`src/rtl/vport_pkg.sv`:
```
package vport_pkg;
  localparam int VA_W   = 17;
  localparam int BYTE_W = 8;
  localparam int NPORT  = 2;
  localparam int SEL_W  = $clog2(NPORT);

  function automatic logic [VA_W-1:0] stride_of(input logic [3:0] code);
    if (code == 4'd0) return '0;
    return VA_W'(1) << (code - 4'd1);
  endfunction

  function automatic logic [VA_W-1:0] step_addr(input logic [VA_W-1:0] a,
                                                input logic [3:0] code,
                                                input logic dec);
    return dec ? a - stride_of(code) : a + stride_of(code);
  endfunction

  function automatic logic [BYTE_W-1:0] hi_view(input logic [VA_W-1:0] a,
                                                input logic [3:0] code,
                                                input logic dec);
    return {code, dec, 2'b00, a[VA_W-1]};
  endfunction
endpackage

```
`src/rtl/vport_ptr.sv`:
```
module vport_ptr
  import vport_pkg::*;
(
  input  logic              clk,
  input  logic              rst_n,
  input  logic              we_lo,
  input  logic              we_mid,
  input  logic              we_hi,
  input  logic [BYTE_W-1:0] wdata,
  input  logic              win_rd,
  input  logic              win_wr,
  input  logic              grant_wr,
  input  logic              grant_rd,
  input  logic              rsp_vld,
  input  logic [BYTE_W-1:0] rsp_data,
  output logic [VA_W-1:0]   ptr,
  output logic [3:0]        code,
  output logic              dec,
  output logic [BYTE_W-1:0] lat,
  output logic              wr_pend,
  output logic [VA_W-1:0]   wr_addr,
  output logic [BYTE_W-1:0] wr_data,
  output logic              rd_pend,
  output logic              touch
);
  logic win_acc;
  assign win_acc = win_rd | win_wr;
  assign touch   = we_lo | we_mid | we_hi | win_acc;

  always_ff @(posedge clk) begin
    if (!rst_n) begin
      ptr     <= '0;
      code    <= '0;
      dec     <= 1'b0;
      lat     <= '0;
      wr_pend <= 1'b0;
      wr_addr <= '0;
      wr_data <= '0;
      rd_pend <= 1'b0;
    end else begin
      if (we_lo)  ptr[7:0]  <= wdata;
      if (we_mid) ptr[15:8] <= wdata;
      if (we_hi) begin
        ptr[VA_W-1] <= wdata[0];
        dec         <= wdata[3];
        code        <= wdata[7:4];
      end
      if (win_acc) ptr <= step_addr(ptr, code, dec);
      if (win_wr) begin
        wr_pend <= 1'b1;
        wr_addr <= ptr;
        wr_data <= wdata;
      end else if (grant_wr) begin
        wr_pend <= 1'b0;
      end
      if (touch)         rd_pend <= 1'b1;
      else if (grant_rd) rd_pend <= 1'b0;
      if (rsp_vld) lat <= rsp_data;
    end
  end
endmodule

```
`src/rtl/vport_arb.sv`:
```
module vport_arb
  import vport_pkg::*;
(
  input  logic                         clk,
  input  logic                         rst_n,
  input  logic [NPORT-1:0]             wr_pend,
  input  logic [NPORT-1:0]             rd_pend,
  input  logic [NPORT-1:0][VA_W-1:0]   wr_addr,
  input  logic [NPORT-1:0][BYTE_W-1:0] wr_data,
  input  logic [NPORT-1:0][VA_W-1:0]   rd_addr,
  input  logic                         mem_gnt,
  input  logic                         mem_rvalid,
  output logic                         mem_req,
  output logic                         mem_we,
  output logic [VA_W-1:0]              mem_addr,
  output logic [BYTE_W-1:0]            mem_wdata,
  output logic [NPORT-1:0]             grant_wr,
  output logic [NPORT-1:0]             grant_rd,
  output logic [NPORT-1:0]             rsp_vld
);
  logic             busy;
  logic [SEL_W-1:0] owner;
  logic [SEL_W-1:0] sel;
  logic             sel_we;
  logic             hs;

  // lowest index wins; within a port the write goes before the fetch
  always_comb begin
    sel    = '0;
    sel_we = 1'b0;
    for (int p = NPORT - 1; p >= 0; p--) begin
      if (rd_pend[p]) begin sel = SEL_W'(p); sel_we = 1'b0; end
      if (wr_pend[p]) begin sel = SEL_W'(p); sel_we = 1'b1; end
    end
  end

  assign mem_req   = (|wr_pend | |rd_pend) & ~busy;
  assign mem_we    = sel_we;
  assign mem_addr  = sel_we ? wr_addr[sel] : rd_addr[sel];
  assign mem_wdata = wr_data[sel];
  assign hs        = mem_req & mem_gnt;

  always_comb begin
    for (int p = 0; p < NPORT; p++) begin
      grant_wr[p] = hs &  sel_we & (sel == SEL_W'(p));
      grant_rd[p] = hs & ~sel_we & (sel == SEL_W'(p));
      rsp_vld[p]  = mem_rvalid & busy & (owner == SEL_W'(p));
    end
  end

  always_ff @(posedge clk) begin
    if (!rst_n) begin
      busy  <= 1'b0;
      owner <= '0;
    end else if (hs && !sel_we) begin
      busy  <= 1'b1;
      owner <= sel;
    end else if (mem_rvalid) begin
      busy  <= 1'b0;
    end
  end
endmodule

```
`src/rtl/vport_top.sv`:
```
module vport_top
  import vport_pkg::*;
#(
  parameter int DUAL_CODE = 6
) (
  input  logic              clk,
  input  logic              rst_n,
  input  logic              cpu_sel,
  input  logic              cpu_we,
  input  logic [3:0]        cpu_ofs,
  input  logic [BYTE_W-1:0] cpu_wdata,
  output logic [BYTE_W-1:0] cpu_rdata,
  output logic              mem_req,
  input  logic              mem_gnt,
  output logic              mem_we,
  output logic [VA_W-1:0]   mem_addr,
  output logic [BYTE_W-1:0] mem_wdata,
  input  logic              mem_rvalid,
  input  logic [BYTE_W-1:0] mem_rdata
);
  logic [6:0] ctrl_q;
  logic       port_sel;
  logic       dual;
  logic       host_wr;
  logic       host_rd;
  logic       alt_sel;

  logic [NPORT-1:0][VA_W-1:0]   ptr_q;
  logic [NPORT-1:0][3:0]        code_q;
  logic [NPORT-1:0]             dec_q;
  logic [NPORT-1:0][BYTE_W-1:0] lat_q;
  logic [NPORT-1:0]             wr_pend;
  logic [NPORT-1:0][VA_W-1:0]   wr_addr;
  logic [NPORT-1:0][BYTE_W-1:0] wr_data;
  logic [NPORT-1:0]             rd_pend;
  // named events for the checker
  logic [NPORT-1:0]             p_touch;
  logic [NPORT-1:0]             write_grant;
  logic [NPORT-1:0]             fetch_grant;
  logic [NPORT-1:0]             rsp_route;

  assign port_sel = ctrl_q[0];
  assign alt_sel  = ~ctrl_q[0];
  assign dual     = (ctrl_q[6:1] == 6'(DUAL_CODE));
  assign host_wr  = cpu_sel &  cpu_we;
  assign host_rd  = cpu_sel & ~cpu_we;

  always_ff @(posedge clk) begin
    if (!rst_n)                        ctrl_q <= '0;
    else if (host_wr && cpu_ofs == 4'h5) ctrl_q <= cpu_wdata[6:0];
  end

  for (genvar p = 0; p < NPORT; p++) begin : g_ptr
    logic main_hit, aux_hit;
    assign main_hit = (port_sel == SEL_W'(p));
    assign aux_hit  = dual && (port_sel != SEL_W'(p));

    vport_ptr u_ptr (
      .clk      (clk),
      .rst_n    (rst_n),
      .we_lo    (host_wr && ((main_hit && cpu_ofs == 4'h0) || (aux_hit && cpu_ofs == 4'h9))),
      .we_mid   (host_wr && ((main_hit && cpu_ofs == 4'h1) || (aux_hit && cpu_ofs == 4'hA))),
      .we_hi    (host_wr && ((main_hit && cpu_ofs == 4'h2) || (aux_hit && cpu_ofs == 4'hB))),
      .wdata    (cpu_wdata),
      .win_rd   (host_rd && cpu_ofs == 4'(3 + p)),
      .win_wr   (host_wr && cpu_ofs == 4'(3 + p)),
      .grant_wr (write_grant[p]),
      .grant_rd (fetch_grant[p]),
      .rsp_vld  (rsp_route[p]),
      .rsp_data (mem_rdata),
      .ptr      (ptr_q[p]),
      .code     (code_q[p]),
      .dec      (dec_q[p]),
      .lat      (lat_q[p]),
      .wr_pend  (wr_pend[p]),
      .wr_addr  (wr_addr[p]),
      .wr_data  (wr_data[p]),
      .rd_pend  (rd_pend[p]),
      .touch    (p_touch[p])
    );
  end

  vport_arb u_arb (
    .clk        (clk),
    .rst_n      (rst_n),
    .wr_pend    (wr_pend),
    .rd_pend    (rd_pend),
    .wr_addr    (wr_addr),
    .wr_data    (wr_data),
    .rd_addr    (ptr_q),
    .mem_gnt    (mem_gnt),
    .mem_rvalid (mem_rvalid),
    .mem_req    (mem_req),
    .mem_we     (mem_we),
    .mem_addr   (mem_addr),
    .mem_wdata  (mem_wdata),
    .grant_wr   (write_grant),
    .grant_rd   (fetch_grant),
    .rsp_vld    (rsp_route)
  );

  always_comb begin
    cpu_rdata = '0;
    case (cpu_ofs)
      4'h0: cpu_rdata = ptr_q[port_sel][7:0];
      4'h1: cpu_rdata = ptr_q[port_sel][15:8];
      4'h2: cpu_rdata = hi_view(ptr_q[port_sel], code_q[port_sel], dec_q[port_sel]);
      4'h3: cpu_rdata = lat_q[0];
      4'h4: cpu_rdata = lat_q[1];
      4'h5: cpu_rdata = {1'b0, ctrl_q};
      4'h9: if (dual) cpu_rdata = ptr_q[alt_sel][7:0];
      4'hA: if (dual) cpu_rdata = ptr_q[alt_sel][15:8];
      4'hB: if (dual) cpu_rdata = hi_view(ptr_q[alt_sel], code_q[alt_sel], dec_q[alt_sel]);
      default: cpu_rdata = '0;
    endcase
  end
endmodule

```
`config.mk`:
```
export PLATFORM = sky130hd
export DESIGN_NAME = vport_top
export DESIGN_NICKNAME = d
export VERILOG_FILES = /design/src/rtl/vport_pkg.sv /design/src/rtl/vport_ptr.sv /design/src/rtl/vport_arb.sv /design/src/rtl/vport_top.sv
export SDC_FILE = /design/constraint.sdc
export NUM_CORES = 1
export LEC_CHECK = 0
export BUFFER_PORTS_ARGS = -buffer_cell sky130_fd_sc_hd__buf_2
export CAP_MARGIN = 10
export CORE_AREA = 2 2 168 170
export DETAILED_ROUTE_END_ITERATION = 6
export DIE_AREA = 0 0 170 172
export HOLD_SLACK_MARGIN = 0.05
export PLACE_DENSITY = 0.59
export SLEW_MARGIN = 20
export SYNTH_ARGS = -nofsm -noshare
export SYNTH_HDL_FRONTEND = slang
export SYNTH_HIERARCHICAL = 1
export SYNTH_SLANG_ARGS = --single-unit
```
`constraint.sdc`:
```
create_clock -name clk -period 3.4 [get_ports clk]
set_input_delay 0.51 -clock clk [delete_from_list [all_inputs] [get_ports clk]]
set_output_delay 0.51 -clock clk [all_outputs]
set_load 0.03 [all_outputs]
```
* Word-level counts from Yosys, hierarchy flattened
Index checks and enable logic that the tools add are counted.
** Cells by class
- Div/mod/pow operators :: 0
- $mul :: 0
- Muxes and demuxes :: 64
- $add $sub $neg :: 6
- Shift operators :: 2
- Reductions and logical operators :: 49
- Eq/ne operators :: 9
- $lt $le $gt $ge :: 3
- Bitwise gates (word level) :: 28
** Operators by type and width (number)
- $mux 17 :: 21
- $mux 8 :: 9
- $pmux 8 s9 :: 1
- $add 17x17->17 :: 2
- $shl 1x4->17 const A :: 2
- $sub 17x17->17 :: 2
- $mux 1 :: 29
- $logic_and 1x1->1 :: 26
- $reduce_bool 2->1 :: 11
- $mux 4 :: 4
- $and 1x1->1 :: 13
- $eq 4x4->1 const B :: 3
- $logic_not 4->1 :: 3
- $or 1x1->1 :: 9
- $eq 4x2->1 const B :: 2
- $eq 4x3->1 const B :: 2
- $sub 4x1->4 const B :: 2
- $eq 6x3->1 const B :: 1
- $logic_or 1x1->1 :: 6
- $lt 1x2->1 const B :: 3
- $not 1->1 :: 6
- $eq 4x1->1 const B :: 1
- $reduce_or 2->1 :: 2
- $logic_not 1->1 :: 1
** Storage, ports and cells
- Bits of input ports :: 26
- Word-level logic and storage cells :: 184
- Bits in latches :: 0
- Memory bits (writable) :: 0
- Bits in registers :: 123
- Memory bits (read-only) :: 0
- Memories :: 0

* Logic depth before layout (Yosys ltp)
Gate-level depths: netlist of run 1.
- Depth in word-level cells :: 12
- Depth in mapped cells :: 18
- Gate-level depth less buffers :: 15

* By module
Netlist of run 1, hierarchy kept.
** By module, submodules not included
- vport_ptr at g_ptr[1].u_ptr :: sequential area each 1141.1 µm², cells each 404, instances 1, area an instance 3493.4 µm²
- vport_ptr at g_ptr[0].u_ptr :: sequential area each 1141.1 µm², cells each 400, instances 1, area an instance 3492.1 µm²
- vport_top :: sequential area each 140.1 µm², cells each 190, instances 1, area an instance 1433.9 µm²
- vport_arb :: sequential area each 40.0 µm², cells each 138, instances 1, area an instance 997.2 µm²

* Worst setup path before layout of run 1
No wires, ideal clock.
- Path kind :: flip-flop to flip-flop
- From :: register g_ptr[1].u_ptr.code[1]
- To :: register g_ptr[1].u_ptr.ptr[12]
- Arrival :: 3328 ps
- Path slack :: -49 ps
- Data required time :: 3279 ps
- Library setup time :: 121 ps
- Stages on the path, launching flop included :: 17
- Path buffers :: 3
- Cell sequence :: dfxtp_1 clkbuf_1 clkbuf_1 nand3b_1 ha_1 clkbuf_1 nor2_1 nand2_1 o311ai_1 nand2b_1 ha_1 and3_4 o2111a_1 a2111o_1 a21oi_1 xor2_1 a21oi_1
** On the way
- Longest elaborated chain between the ends :: 10
** Ends and longest elaborated chain
- start: declaration :: line vport_ptr.sv:17 : output logic [3:0] code,
- start signal: assignment :: line vport_ptr.sv:46 : code <= wdata[7:4];
- branches (longest 4 deep; another with $sub 4x1->4)
- $mux 17 (*) :: line vport_pkg.sv:9 : return VA_W'(1) << (code - 4'd1);
- $mux 17 (*) :: line vport_ptr.sv:48 : if (win_acc) ptr <= step_addr(ptr, code, dec);
- $mux 17 (*) :: line vport_ptr.sv:31 : if (!rst_n) begin
- $add 17x17->17 or $sub 17x17->17 (tied branches) :: line vport_pkg.sv:15 : return dec ? a - stride_of(code) : a + stride_of(code);
- $mux 17 (*) :: line vport_pkg.sv:15
- $mux 17 (*) :: line vport_ptr.sv:48
- end signal: assignment :: line vport_ptr.sv:42 : if (we_mid) ptr[15:8] <= wdata;
- end signal: indexed assignment :: line vport_ptr.sv:44 : ptr[VA_W-1] <= wdata[0];
- end signal: assignment :: line vport_ptr.sv:48
- end: declaration :: line vport_ptr.sv:16 : output logic [VA_W-1:0] ptr,
Every way passes the cells marked *. The select of a mux whose other input is x is not followed.
A chain may end at the register's enable or synchronous reset.

* Worst setup path in the final report of run 1
- From :: register g_ptr[0].u_ptr.code[0]
- To :: register g_ptr[0].u_ptr.ptr[13]
** On the way
- Longest elaborated chain between the ends :: 10
** Ends and longest elaborated chain (line)
- start: declaration :: vport_ptr.sv:17
- start signal: assignment :: vport_ptr.sv:46
- branches (longest 4 deep; another with $sub 4x1->4)
- $mux 17 (*) :: vport_pkg.sv:9
- $mux 17 (*) :: vport_ptr.sv:48
- $mux 17 (*) :: vport_ptr.sv:31
- $add 17x17->17 or $sub 17x17->17 (tied branches) :: vport_pkg.sv:15
- $mux 17 (*) :: vport_pkg.sv:15
- $mux 17 (*) :: vport_ptr.sv:48
- end signal: assignment :: vport_ptr.sv:42
- end signal: indexed assignment :: vport_ptr.sv:44
- end signal: assignment :: vport_ptr.sv:48
- end: declaration :: vport_ptr.sv:16
Marked as above.

==> out/results.ini, run 1 <==
[placed_design]
place_area_sq_mm = 0.0101
io_buffers = 60
hpwl_um = 22300
place.gp.congestion = 0.961
numPlacedInstances = 1493

[final_layout]
regArea_sq_mm = 0.00246
diodes = 0
drive_gt1_share_pct = 16.8
nets = 1228
layoutNonFillerInstCount = 1525
nFillCells = 2834
multi_input_area_sq_mm = 0.00651
area_growth_pct = 13.9
final_cell_area_sq_mm = 0.0107

[yosys]
syn_inst = 1132
seq_area_frac_synth_pct = 26.1
ys_async_sr_fraction_pct = 0
netlist_area_sq_mm = 0.00942
synth_area_per_cell_sq_um = 8.32
synth_edf_count = 0
yosysWarnings = 6
yosys_most_used_dff = dfxtp_1
ys_types = 86
synth_seq_cells = 123
synthesis.nets = 1194

[floorplan]
ios = 61
row_count = 61
core_sq_mm = 0.0275
initial_core_util_pct = 34.3
die_h_um = 172
die-area_sq_mm = 0.0292
dieWidth_um = 170

[sta]
fin_hold_ws_ns = 0.359
fin_tns_setup_ns = 0
finalSetupViolCount = 0
relSlewSlack_pct = 36.3
rsz0062_at_grt = false
finalHoldViolations = 0
worstMarginPinSlew_ns = 0.952
fmax_mhz = 317
drv_slew = 0
period_needed_ns = 3.15
fin_skew_ns = 0.00855
finalCritPeriodShare_pct = 92.7

[clock_network]
post-cts-setup-buffers = 0
clk_path_buf_depth = 2
path_clk_slew_ns = 0.06
cts_tree = yes
root_buffer = clkbuf_16
clkLatencyLatePin_ns = 0.43
cts.sinks = 123
cts_htree_levels = 4
cts-buffers-inserted = 17

[power]
irDropWorstVdd_v = 0.000237
power.leakage_nw = 3.90
p_per_area_mw_per_mm2 = 372

[route]
via_count = 8854
detail_route.wl_per_cell_um = 20.7
drtIter0Drc = 1095
drt_pass1_iterations = 6
wl_um = 31600
drtAntennaViolNets = 0
via_per_inst = 5.81
drcViolationCount = 0

[worst_setup_path]
worstPathRequired_ns = 3.74
arrival_ns = 3.49
r2r_setup_slack_ns = 0.25
crit_path_start_kind = flop
timing.rr.start = g_ptr[0].u_ptr/code[0]
reg2reg_depth = 12
worstSetupPathType = reg -> reg
critPathMaxFanout = 6
end_kind = flop
rr_endpoint = g_ptr[0].u_ptr/ptr[13]

[global_routing]
grt_pass1_vias = 8133
grt_overflow = 0
track_usage_pct = 21.9
grt_max_degree = 79
antenna_found_initial = 1
grt_first_pass_wirelength_um = 48700

[min_path]
min_from = mem_rdata[5]
hold_depth = 3
hold_path.class = in -> reg
hold_end = g_ptr[1].u_ptr/lat[5]

[run_status]
status = complete, no violations

[run]
cap_violations = 0

[cell usage after synthesis, types with 12 or more instances]
cell	count	area share [%]
o21ai_0	72	3.8
mux2i_1	137	15
mux2_2	22	2.6
a21oi_1	53	2.8
nand3b_1	21	1.7
a2111oi_0	17	1.6
buf_2	19	1.0
nor3_1	25	1.3
nand2b_1	20	1.3
xnor2_1	16	1.5
o22ai_1	12	0.80
clkbuf_1	60	2.4
inv_1	19	0.76
nand3_1	21	1.1
dfxtp_1	123	26
nor2b_1	95	6.3
a32oi_1	22	2.0
nor2_1	64	2.6
o21a_1	12	0.96
ha_1	34	4.5
nand2_1	79	3.1
[cells in the final DEF (no fill, tap or decap), drive strengths merged, types with 22 or more instances in the layout]
master,synthesis,final
nor3,28,28
buf,28,103
dfxtp,123,123
o21ai,86,86
nor2b,96,96
a21oi,56,56
mux2i,137,137
inv,19,22
ha,34,34
nor2,66,66
a32oi,22,22
nand2,81,81
mux2,22,22
[worst max-delay path by stage]
stage / start / end / cells past startpoint
after floorplan: g_ptr[1].u_ptr/code[3] / g_ptr[1].u_ptr/ptr[12] / 17
after global placement: g_ptr[1].u_ptr/code[2] / g_ptr[1].u_ptr/ptr[12] / 14
after detailed placement: g_ptr[1].u_ptr/code[2] / g_ptr[1].u_ptr/ptr[12] / 14
after CTS: g_ptr[1].u_ptr/code[2] / g_ptr[1].u_ptr/ptr[12] / 14
after global routing: g_ptr[1].u_ptr/code[2] / g_ptr[1].u_ptr/ptr[12] / 13
final: g_ptr[0].u_ptr/code[0] / g_ptr[0].u_ptr/ptr[13] / 12
[critical path, cell delays in order (launching register included)]
cell and delay, ns:
dfxtp_1 0.45, nand3b_1 0.19, ha_2 0.26, nor2b_1 0.26, o221ai_1 0.18, a22oi_2 0.24, ha_1 0.32, a21oi_1 0.15
o21ai_1 0.11, or3_4 0.35, o2111ai_2 0.20, mux2i_1 0.11, a311oi_1 0.24
[cell type report]
type	instances	area share [%]
Tap cell	346	4.04
Timing Repair Buffer	103	5.92
Sequential cell	123	23.0
Clock buffer	19	4.22
Inverter	19	0.665
Multi-Input combinational cell	902	60.7
Clock inverter	13	1.53
[timing repair]
item,4_1_cts,5_1_grt
hold buffers,0,0
endpoints found under the setup margin,0,8
gates resized for setup,0,7
[report_power, final]
group / total (mW) / internal (mW) / switching [mW]
clock: 1.93 / 1.20 / 0.731
combinational: 0.567 / 0.224 / 0.343
sequential: 1.49 / 1.46 / 0.0359
total: 3.99 / 2.88 / 1.11
[state kept, by name (all words and copies together) (netlist names)]
| register | cells |
|---|---|
| g_ptr.u_ptr/code | 8 |
| g_ptr.u_ptr/wr_pend | 2 |
| g_ptr.u_ptr/wr_data | 16 |
| g_ptr.u_ptr/rd_pend | 2 |
| u_arb/owner | 1 |
| u_arb/busy | 1 |
| g_ptr.u_ptr/dec | 2 |
| g_ptr.u_ptr/wr_addr | 34 |
| ctrl_q | 7 |
| g_ptr.u_ptr/ptr | 34 |
| g_ptr.u_ptr/lat | 16 |
[through the flow]
step | setup WS (ns) | power (mW) | util, %
2_1_floorplan | 0.00621 | 1.91 | -
3_3_place_gp | 0.271 | 2.08 | 36.7
3_5_place_dp | 0.185 | 2.08 | 36.7
4_1_cts | 0.153 | 4.01 | 39.0
5_1_grt | 0.0131 | 4.14 | 39.0
6_report | 0.249 | 3.99 | 39.0
[routing by layer]
layer	wire [um]	global-route usage [%]
met5	0	0
met4	828	7.43
met3	2160	4.01
met2	13700	33.5
met1	15000	30.8
[cell families (layout without fill, tap and decap cells)]
kind of cell    after synthesis  after routing  share of synthesized area, %
compound gates              290            290                          21.2
xor+xnor                     23             23                          2.14
fa+ha+maj                    36             36                          4.94
buf+inv                     107            154                          5.08
flops                       123            123                          26.1
mux                         159            159                          17.2
simple gates                394            394                          23.3
Power figures use the tool's default switching activity.
==> run 2: changes to the inputs <==
--- a/config.mk
+++ b/config.mk
@@ -5,13 +5,13 @@
 export SDC_FILE = /design/constraint.sdc
 export NUM_CORES = 1
 export LEC_CHECK = 0
-export BUFFER_PORTS_ARGS = -buffer_cell sky130_fd_sc_hd__buf_2
+export BUFFER_PORTS_ARGS = -buffer_cell sky130_fd_sc_hd__clkbuf_2
 export CAP_MARGIN = 10
-export CORE_AREA = 2 2 168 170
+export CORE_AREA = 2 2 133 135
 export DETAILED_ROUTE_END_ITERATION = 6
-export DIE_AREA = 0 0 170 172
+export DIE_AREA = 0 0 135 137
 export HOLD_SLACK_MARGIN = 0.05
-export PLACE_DENSITY = 0.59
+export PLACE_DENSITY = 0.84
 export SLEW_MARGIN = 20
 export SYNTH_ARGS = -nofsm -noshare
 export SYNTH_HDL_FRONTEND = slang
==> out/results.ini, run 2 (synthesized netlist as in run 1, its figures left out) <==
[power]
p_comb_share_pct = 14.2
switching_power_mw = 1.09
clkPwrFrac_pct = 47.9
irDropWorstVdd_v = 0.000299
power.leakage_nw = 3.84
total_power_mw = 3.94
power.share.sequential_pct = 37.9
swShare_pct = 27.6
power.internal_mw = 2.85
p_per_area_mw_per_mm2 = 375

[clock_network]
cts-buffers-inserted = 17
cts.sinks = 123
clk_path_buf_depth = 2
root_buffer = clkbuf_16
post-cts-setup-buffers = 0
cts_tree = yes
clkLatencyLatePin_ns = 0.43
cts.hold.buffers_added = 0
ctsResizeCount = 0
path_clk_slew_ns = 0.06
cts_htree_levels = 4

[worst_setup_path]
worstSetupPathType = reg -> reg
arrival_ns = 3.51
critPathMaxFanout = 9
worstPathRequired_ns = 3.71
cpPeakStageDelay_ns = 0.41
end_kind = flop
path_buf_inv = 0
cpLargestDelayFamily = compound AO/OA/AOI/OAI gates
crit_path_cell_trace = nor3_1 > nand2_1 > ha_2 > nor2_2 > nand2_1 > o311ai_1 > nand2b_1 > ha_1 > and3_4 > o2111a_1 > a2111o_1 > a21oi_1 > xor2_1 > a21oi_1
crit_path_start_kind = flop
crit_path_top_delay_cell = a2111o_1

[global_routing]
track_usage_pct = 31.4
grt_pass1_vias = 8464
grt_overflow = 0
grt_max_degree = 90
antenna_found_initial = 0
grt_first_pass_wirelength_um = 45400

[placed_design]
io_buffers = 60
place_area_sq_mm = 0.00989
numPlacedInstances = 1367
hpwl_um = 20200
place.gp.congestion = 1.00

[sta]
rsz0062_at_grt = true
relSlewSlack_pct = 34.7
worstMarginPinSlew_ns = 0.976
finalHoldViolations = 0
drv_slew = 0
finalSetupViolCount = 0
fin_hold_ws_ns = 0.365
period_needed_ns = 3.20
finalCritPeriodShare_pct = 94.2
fmax_mhz = 312
fin_skew_ns = 0.00640

[route]
detail_route.wl_per_cell_um = 20.7
via_per_inst = 6.50
drt_pass1_iterations = 5
drtIter0Drc = 1066
via_count = 9093
drtAntennaViolNets = 0
drcViolationCount = 0
wl_um = 29000

[floorplan]
die-area_sq_mm = 0.0185
initial_core_util_pct = 55.2
die_h_um = 137
row_count = 48
dieWidth_um = 135
ios = 61
core_sq_mm = 0.0171

[final_layout]
drive_gt1_share_pct = 16.6
nFillCells = 1477
reg_top3 = g_ptr.u_ptr/ptr (34), g_ptr.u_ptr/wr_addr (34)
nets = 1223
area_growth_pct = 11.7
diodes = 0
layout_common_cells = mux2i_1 (137), dfxtp_1 (122), nor2b_1 (94)
layoutNonFillerInstCount = 1399
final_cell_area_sq_mm = 0.0105
utilization_pct = 61.7
final_common_cell = mux2i_1

[min_path]
hold_path.class = in -> reg

[run_status]
status = complete, no violations

[run]
cap_violations = 0

## run 2: cell type report
cell class              count  area [sq um]  area share [%]
clock inverters            14           170            1.62
well taps                 225           282            2.68
multi-input cells         902          6510            61.9
flip-flops and latches    123          2460            23.4
clock buffers              18           439            4.18
repair buffers             98           586            5.57
inverters                  19          71.3           0.678
## run 2: power groups by stage
stage / Sequential (mW) / Clock [mW] / Combinational, mW
2_1_floorplan: 1.50 / 0 / 0.410
6_report: 1.49 / 1.89 / 0.558
4_1_cts: 1.49 / 1.89 / 0.548
3_3_place_gp: 1.52 / 0 / 0.536
3_5_place_dp: 1.52 / 0 / 0.543
5_1_grt: 1.49 / 1.96 / 0.601
## run 2: metal layers
| layer | wire length [um] | vias to the layer above | GRT usage [%] |
|---|---|---|---|
| li1 | - | 4233 | - |
| met1 | 11800 | 4268 | 40.2 |
| met2 | 12700 | 475 | 48.3 |
| met3 | 2550 | 117 | 5.15 |
| met4 | 1990 | 0 | 21.6 |
| met5 | 0 | - | 0 |
## run 2: worst paths after layout
kind	from	to	slack, ns	cells past startpoint
worst max-delay path	g_ptr[1].u_ptr/code[3]	g_ptr[1].u_ptr/ptr[12]	0.20	14
worst min-delay path	mem_rdata[1]	g_ptr[1].u_ptr/lat[1]	0.37	3
worst max register to register	g_ptr[1].u_ptr/code[3]	g_ptr[1].u_ptr/ptr[12]	0.20	14
worst min register to register	u_arb/owner	u_arb/owner	0.48	2
## run 2: worst min-delay path, delay by kind of cell
kind	cells	cell delay, ns
AND/OR/NAND/NOR	1	0.09
buffers and inverters	1	0.09
multiplexers	1	0.06
## run 2: per-stage QoR
stage | worst slack (ns) | TNS [ns]
after global routing | -0.0297 | -0.0297
after floorplan | 0.00621 | 0
final | 0.198 | 0
after CTS | 0.0656 | 0
after global placement | 0.231 | 0
after detailed placement | 0.0893 | 0
